$ cat src/rtl/pwr_pkg.sv
package pwr_pkg;
  typedef enum logic [1:0] {
    TERM_NORMAL = 2'd0,
    TERM_RETRY  = 2'd1,
    TERM_DISC   = 2'd2,
    TERM_RSVD   = 2'd3
  } termKind_e;

  typedef enum logic [1:0] {
    ST_IDLE   = 2'd0,
    ST_LAUNCH = 2'd1,
    ST_WAIT   = 2'd2
  } seqState_e;

  typedef struct packed {
    logic load;
    logic advance;
  } pwrStrobe_t;
endpackage

$ cat src/rtl/pwr_datapath.sv
module pwr_datapath
  import pwr_pkg::*;
#(
  parameter int ADDR_W = 32,
  parameter int CNT_W  = 8
) (
  input  logic              clk,
  input  logic              rstN,
  input  pwrStrobe_t        strb,
  input  logic [ADDR_W-1:0] reqAddr,
  input  logic              reqInvalidate,
  input  logic [CNT_W-1:0]  reqCount,
  input  logic [1:0]        termKind,
  input  logic [CNT_W-1:0]  termXfer,
  output logic [ADDR_W-1:0] addrQ,
  output logic              invQ,
  output logic [CNT_W-1:0]  remQ,
  output logic              allSent
);
  localparam int BYTE_SHIFT = 2;

  logic [CNT_W-1:0]  delivered;
  logic [CNT_W-1:0]  newRem;
  logic [ADDR_W-1:0] byteStep;

  always_comb begin
    case (termKind)
      TERM_NORMAL: delivered = remQ;
      TERM_DISC:   delivered = (termXfer < remQ) ? termXfer : remQ;
      default:     delivered = '0;
    endcase
    newRem   = remQ - delivered;
    allSent  = (newRem == '0);
    byteStep = ADDR_W'({delivered, {BYTE_SHIFT{1'b0}}});
  end

  always_ff @(posedge clk) begin
    if (!rstN) begin
      addrQ <= '0;
      invQ  <= 1'b0;
      remQ  <= '0;
    end else if (strb.load) begin
      addrQ <= reqAddr;
      invQ  <= reqInvalidate;
      remQ  <= reqCount;
    end else if (strb.advance) begin
      addrQ <= addrQ + byteStep;
      remQ  <= newRem;
      if (termKind == TERM_DISC && delivered != '0) invQ <= 1'b0;
    end
  end
endmodule

$ cat src/rtl/pwr_control.sv
module pwr_control
  import pwr_pkg::*;
#(
  parameter int MAX_TRIES = 1 << 24
) (
  input  logic       clk,
  input  logic       rstN,
  input  logic       reqValid,
  input  logic       termValid,
  input  logic       allSent,
  input  logic       serrEnable,
  input  logic       pwDropSerrMask,
  output pwrStrobe_t strb,
  output logic       reqReady,
  output logic       attemptStart,
  output logic       writeDone,
  output logic       writeDiscard,
  output logic       serrReq
);
  localparam int TRY_W = $clog2(MAX_TRIES + 1);
  localparam logic [TRY_W-1:0] LAST_FAIL = TRY_W'(MAX_TRIES - 1);

  seqState_e        stateQ;
  logic [TRY_W-1:0] failQ;

  assign reqReady     = (stateQ == ST_IDLE);
  assign attemptStart = (stateQ == ST_LAUNCH);

  always_comb begin
    strb.load    = reqReady && reqValid;
    strb.advance = (stateQ == ST_WAIT) && termValid;
  end

  always_ff @(posedge clk) begin
    if (!rstN) begin
      stateQ       <= ST_IDLE;
      failQ        <= '0;
      writeDone    <= 1'b0;
      writeDiscard <= 1'b0;
      serrReq      <= 1'b0;
    end else begin
      writeDone    <= 1'b0;
      writeDiscard <= 1'b0;
      serrReq      <= 1'b0;
      case (stateQ)
        ST_IDLE: if (strb.load) begin
          failQ  <= '0;
          stateQ <= ST_LAUNCH;
        end
        ST_LAUNCH: stateQ <= ST_WAIT;
        ST_WAIT: if (strb.advance) begin
          if (allSent) begin
            writeDone <= 1'b1;
            stateQ    <= ST_IDLE;
          end else if (failQ == LAST_FAIL) begin
            writeDiscard <= 1'b1;
            serrReq      <= serrEnable && !pwDropSerrMask;
            stateQ       <= ST_IDLE;
          end else begin
            failQ  <= failQ + 1'b1;
            stateQ <= ST_LAUNCH;
          end
        end
        default: stateQ <= ST_IDLE;
      endcase
    end
  end
endmodule

$ cat src/rtl/pwr_sequencer.sv
module pwr_sequencer
  import pwr_pkg::*;
#(
  parameter int ADDR_W    = 32,
  parameter int CNT_W     = 8,
  parameter int MAX_TRIES = 1 << 24
) (
  input  logic              clk,
  input  logic              rstN,
  input  logic              reqValid,
  output logic              reqReady,
  input  logic [ADDR_W-1:0] reqAddr,
  input  logic              reqInvalidate,
  input  logic [CNT_W-1:0]  reqCount,
  output logic              attemptStart,
  output logic [ADDR_W-1:0] attemptAddr,
  output logic              attemptInvalidate,
  output logic [CNT_W-1:0]  attemptCount,
  input  logic              termValid,
  input  logic [1:0]        termKind,
  input  logic [CNT_W-1:0]  termXfer,
  input  logic              serrEnable,
  input  logic              pwDropSerrMask,
  output logic              writeDone,
  output logic              writeDiscard,
  output logic              serrReq
);
  pwrStrobe_t strb;
  logic       allSent;

  pwr_control #(.MAX_TRIES(MAX_TRIES)) u_ctrl (
    .clk(clk), .rstN(rstN), .reqValid(reqValid), .termValid(termValid),
    .allSent(allSent), .serrEnable(serrEnable), .pwDropSerrMask(pwDropSerrMask),
    .strb(strb), .reqReady(reqReady), .attemptStart(attemptStart),
    .writeDone(writeDone), .writeDiscard(writeDiscard), .serrReq(serrReq)
  );

  pwr_datapath #(.ADDR_W(ADDR_W), .CNT_W(CNT_W)) u_dp (
    .clk(clk), .rstN(rstN), .strb(strb), .reqAddr(reqAddr),
    .reqInvalidate(reqInvalidate), .reqCount(reqCount), .termKind(termKind),
    .termXfer(termXfer), .addrQ(attemptAddr), .invQ(attemptInvalidate),
    .remQ(attemptCount), .allSent(allSent)
  );
endmodule

$ cat config.mk
export PLATFORM = sky130hd
export DESIGN_NAME = pwr_sequencer
export DESIGN_NICKNAME = d
export VERILOG_FILES = /design/src/rtl/pwr_pkg.sv /design/src/rtl/pwr_datapath.sv /design/src/rtl/pwr_control.sv /design/src/rtl/pwr_sequencer.sv
export SDC_FILE = /design/constraint.sdc
export NUM_CORES = 1
export LEC_CHECK = 0
export ABC_AREA = 1
export BUFFER_PORTS_ARGS = -buffer_cell sky130_fd_sc_hd__buf_2
export CELL_PAD_IN_SITES_DETAIL_PLACEMENT = 0
export CELL_PAD_IN_SITES_GLOBAL_PLACEMENT = 1
export CORE_ASPECT_RATIO = 1.1
export CORE_MARGIN = 5
export CORE_UTILIZATION = 35
export DETAILED_ROUTE_END_ITERATION = 12
export HOLD_SLACK_MARGIN = 0.1
export PLACE_DENSITY = 0.75
export SLEW_MARGIN = 30
export SYNTH_ARGS = -nofsm -noshare
export SYNTH_HDL_FRONTEND = slang
export SYNTH_SLANG_ARGS = --single-unit
$ cat constraint.sdc
create_clock -name clk -period 4 [get_ports clk]
set_input_delay 0.8 -clock clk [delete_from_list [all_inputs] [get_ports clk]]
set_output_delay 0.8 -clock clk [all_outputs]
set_load 0.01 [all_outputs]
==> results_dict.tcl <==
set metrics [dict create \
    clock-sinks 71 \
    hp-start "u_dp.invQ" \
    dieArea_mm2 0.0170 \
    ys_types 40 \
    drc 0 \
    cts_setup_buffers 0 \
    synth_top_area_share_pct 28.1 \
    via_per_inst 4.79 \
    area_growth_pct 30.6 \
    initial_core_util_pct 35.4 \
    crit_fanout 8 \
    clkSlewWorstSetupHoldPaths_ns 0.06 \
    crit_start "termXfer[7]" \
    cts-root-buf "clkbuf_16" \
    slew_headroom_pct 41.2 \
    start_kind "input port" \
    worst_slew_pin_slew_ns 0.882 \
    drt_iter0_markers 319 \
    drive_gt1_share_pct 22.4 \
    grt_max_degree 39 \
    synth_edf_count 0 \
    arrival_ns 4.03 \
    hold_viol_final 0 \
    overflow 0 \
    total_power_mw 2.40 \
    syn_inst 812 \
    slew_violations 0 \
    grt_pass1_vias 5329 \
    async_flop_share_pct 0 \
    clock_skew_ns 0.00711 \
    num_rows 46 \
    rrSetupSlack_ns 0.28 \
    num_io_pins 103 \
    antenna_cells 0 \
    critPathKind "input port to register" \
    period_minus_slack_ns 3.79 \
    ys.warnings.count 0 \
    insertion_delay_ns 0.35 \
    syn-num-nets 894 \
    r2r-start "u_dp.remQ[3]" \
    numCtsBuffers 9 \
    grt_use_total_pct 18.7 \
    postRouteWirelength_um 16200 \
    grt_pass1_wl_um 25900 \
    port_buffers 102 \
    status "finished, final reports clean" \
    whs_ns 0.479 \
    ir_drop_mv 0.161 \
    die-width_um 125 \
    core_mm2 0.0143 \
    p_per_area_mw_per_mm2 362 \
    hold_path.class "register to register" \
    fin_crit_sh_pct 94.7 \
    place_congestion 0.816 \
    clockBufferDepth 2 \
    endpoint_kind "register" \
    routed-via-count 5550 \
    nets 1044 \
    max_cap_viol_count 0 \
    grt_antenna_before_repair 0 \
    leakagePower_nw 3.17 \
    cp_data_required_time_ns 4.24 \
    cts_htree_levels 3 \
    netlist_area_mm2 0.00507 \
    yosysSeqAreaShare_pct 28.1 \
    cts_tree "built" \
    max_freq_mhz 264 \
    synth.avg_cell_area_um2 6.24 \
    place_hpwl_um 11900 \
    dr.pass1.iters 4 \
    synthTopCellsByArea "dfxtp_1 (28%), nand2_1 (15%), nor2_1 (9.1%)" \
    wire_per_inst_um 14.0 \
    die_y_um 136 \
    synth-seq-cells 71 \
    rsz0062_at_grt "yes" \
    yosys.area.top_type "dfxtp_1" \
    drtAntennaViolNets 0 \
    synth-main-ff-cell "dfxtp_1" \
    finalSetupViolations 0 \
]
## layer usage
layer / global-route usage [%] / up-vias / part of all wire [%]
li1: - / 2951 / -
met1: 23.0 / 2487 / 46
met2: 32.5 / 92 / 49
met3: 3.38 / 20 / 3.9
met4: 7.19 / 0 / 1.7
met5: 0 / - / 0
## flip-flops by register name, summed over array words and instances (netlist names)
register	flops
u_ctrl.serrReq	1
u_dp.invQ	1
u_ctrl.writeDiscard	1
u_ctrl.failQ	25
u_dp.addrQ	32
u_ctrl.writeDone	1
u_dp.remQ	8
u_ctrl.stateQ	2
## placed cells by master, fill, tap and decap left out, types with 8 or more instances in the layout
master / count
o211ai_1: 8
xor2_1: 19
buf_2: 102
nor2_1: 121
o21ai_0: 43
clkbuf_16: 11
nand3_1: 45
nand2_1: 196
dfxtp_1: 71
ha_1: 22
a31oi_1: 9
a21oi_1: 67
nor3_1: 12
inv_1: 95
nand4_1: 9
buf_4: 61
## critical path, stage by stage
cell	delay, ns
buf_2	0.11
ha_1	0.30
a21oi_2	0.13
o21a_1	0.18
nand2_1	0.10
o21ai_2	0.13
inv_2	0.07
a21oi_1	0.12
inv_1	0.07
ha_2	0.18
fa_2	0.39
o21ai_4	0.17
a21oi_1	0.10
o21bai_1	0.15
xor2_1	0.23
nor2_2	0.07
nand3_2	0.08
nand2_1	0.06
nand2_2	0.10
nand2_4	0.12
clkbuf_16	0.20
nor2_1	0.10
nor2_1	0.05
## final timing paths
check                           to  depth (start not counted)
setup / recovery  u_ctrl.failQ[16]                         23
hold / removal           u_dp.invQ                          2
setup reg to reg  u_ctrl.failQ[16]                         26
hold reg to reg          u_dp.invQ                          2
## where the power goes
| group | internal [mW] | switching [mW] |
|---|---|---|
| clock network | 0.541 | 0.325 |
| logic | 0.309 | 0.382 |
| registers | 0.769 | 0.0683 |
| total | 1.62 | 0.776 |
## through the flow
| step | instance area [um2] | util, % | TNS, ns | cells | setup slack, ns |
|---|---|---|---|---|---|
| 6_report | 6620 | 46.2 | 0 | 1159 | 0.211 |
| 5_1_grt | 6620 | 46.2 | -0.790 | 1159 | -0.0719 |
| 4_1_cts | 6490 | 45.3 | 0 | 1157 | 0.0786 |
| 3_5_place_dp | 6170 | 43.1 | -6.51 | 1141 | -0.259 |
| 3_3_place_gp | 6170 | 43.1 | -4.71 | 1141 | -0.195 |
| 2_1_floorplan | 5070 | - | 0 | 812 | 0.118 |
## cell families (layout without fill, tap and decap cells)
group / after synthesis / in the layout / share of synthesized area (%)
xor+xnor: 24 / 24 / 4.15
buf+inv: 125 / 280 / 10.0
fa+ha+maj: 25 / 25 / 6.47
compound gates: 157 / 157 / 17.4
flops: 71 / 71 / 28.1
simple gates: 410 / 410 / 33.9
## area by class of cell
class,count,area [um2]
fill,1571,7710
multi-input combinational,616,3210
sequential,71,1420
timing repair buffer,168,1070
inverter,96,360
tap,192,240
clock buffer,9,225
clock inverter,7,87.6
## cells in the mapped netlist, types with 2 or more instances
cell,count
o211ai_1,8
xnor2_1,5
o221ai_1,6
nand2_1,197
o22ai_1,2
buf_6,4
a221oi_1,2
nand4_1,9
o31ai_1,2
dfxtp_1,71
o21bai_1,2
nor2_2,3
nand3_2,2
o21a_1,4
inv_1,96
buf_2,4
nand2_2,3
ha_1,23
o21ai_0,44
nor4_1,4
nor3_1,12
fa_1,2
xor2_1,19
o21ai_1,3
a21oi_1,72
nand3_1,47
or2_2,4
a31oi_1,9
clkbuf_1,20
nor2_1,123
## repair_timing
item                       4_1_cts  5_1_grt
setup endpoints to repair        0       30
gates resized for setup          0       21
hold buffers                     0        0
(Power assumes the default switching activity.)
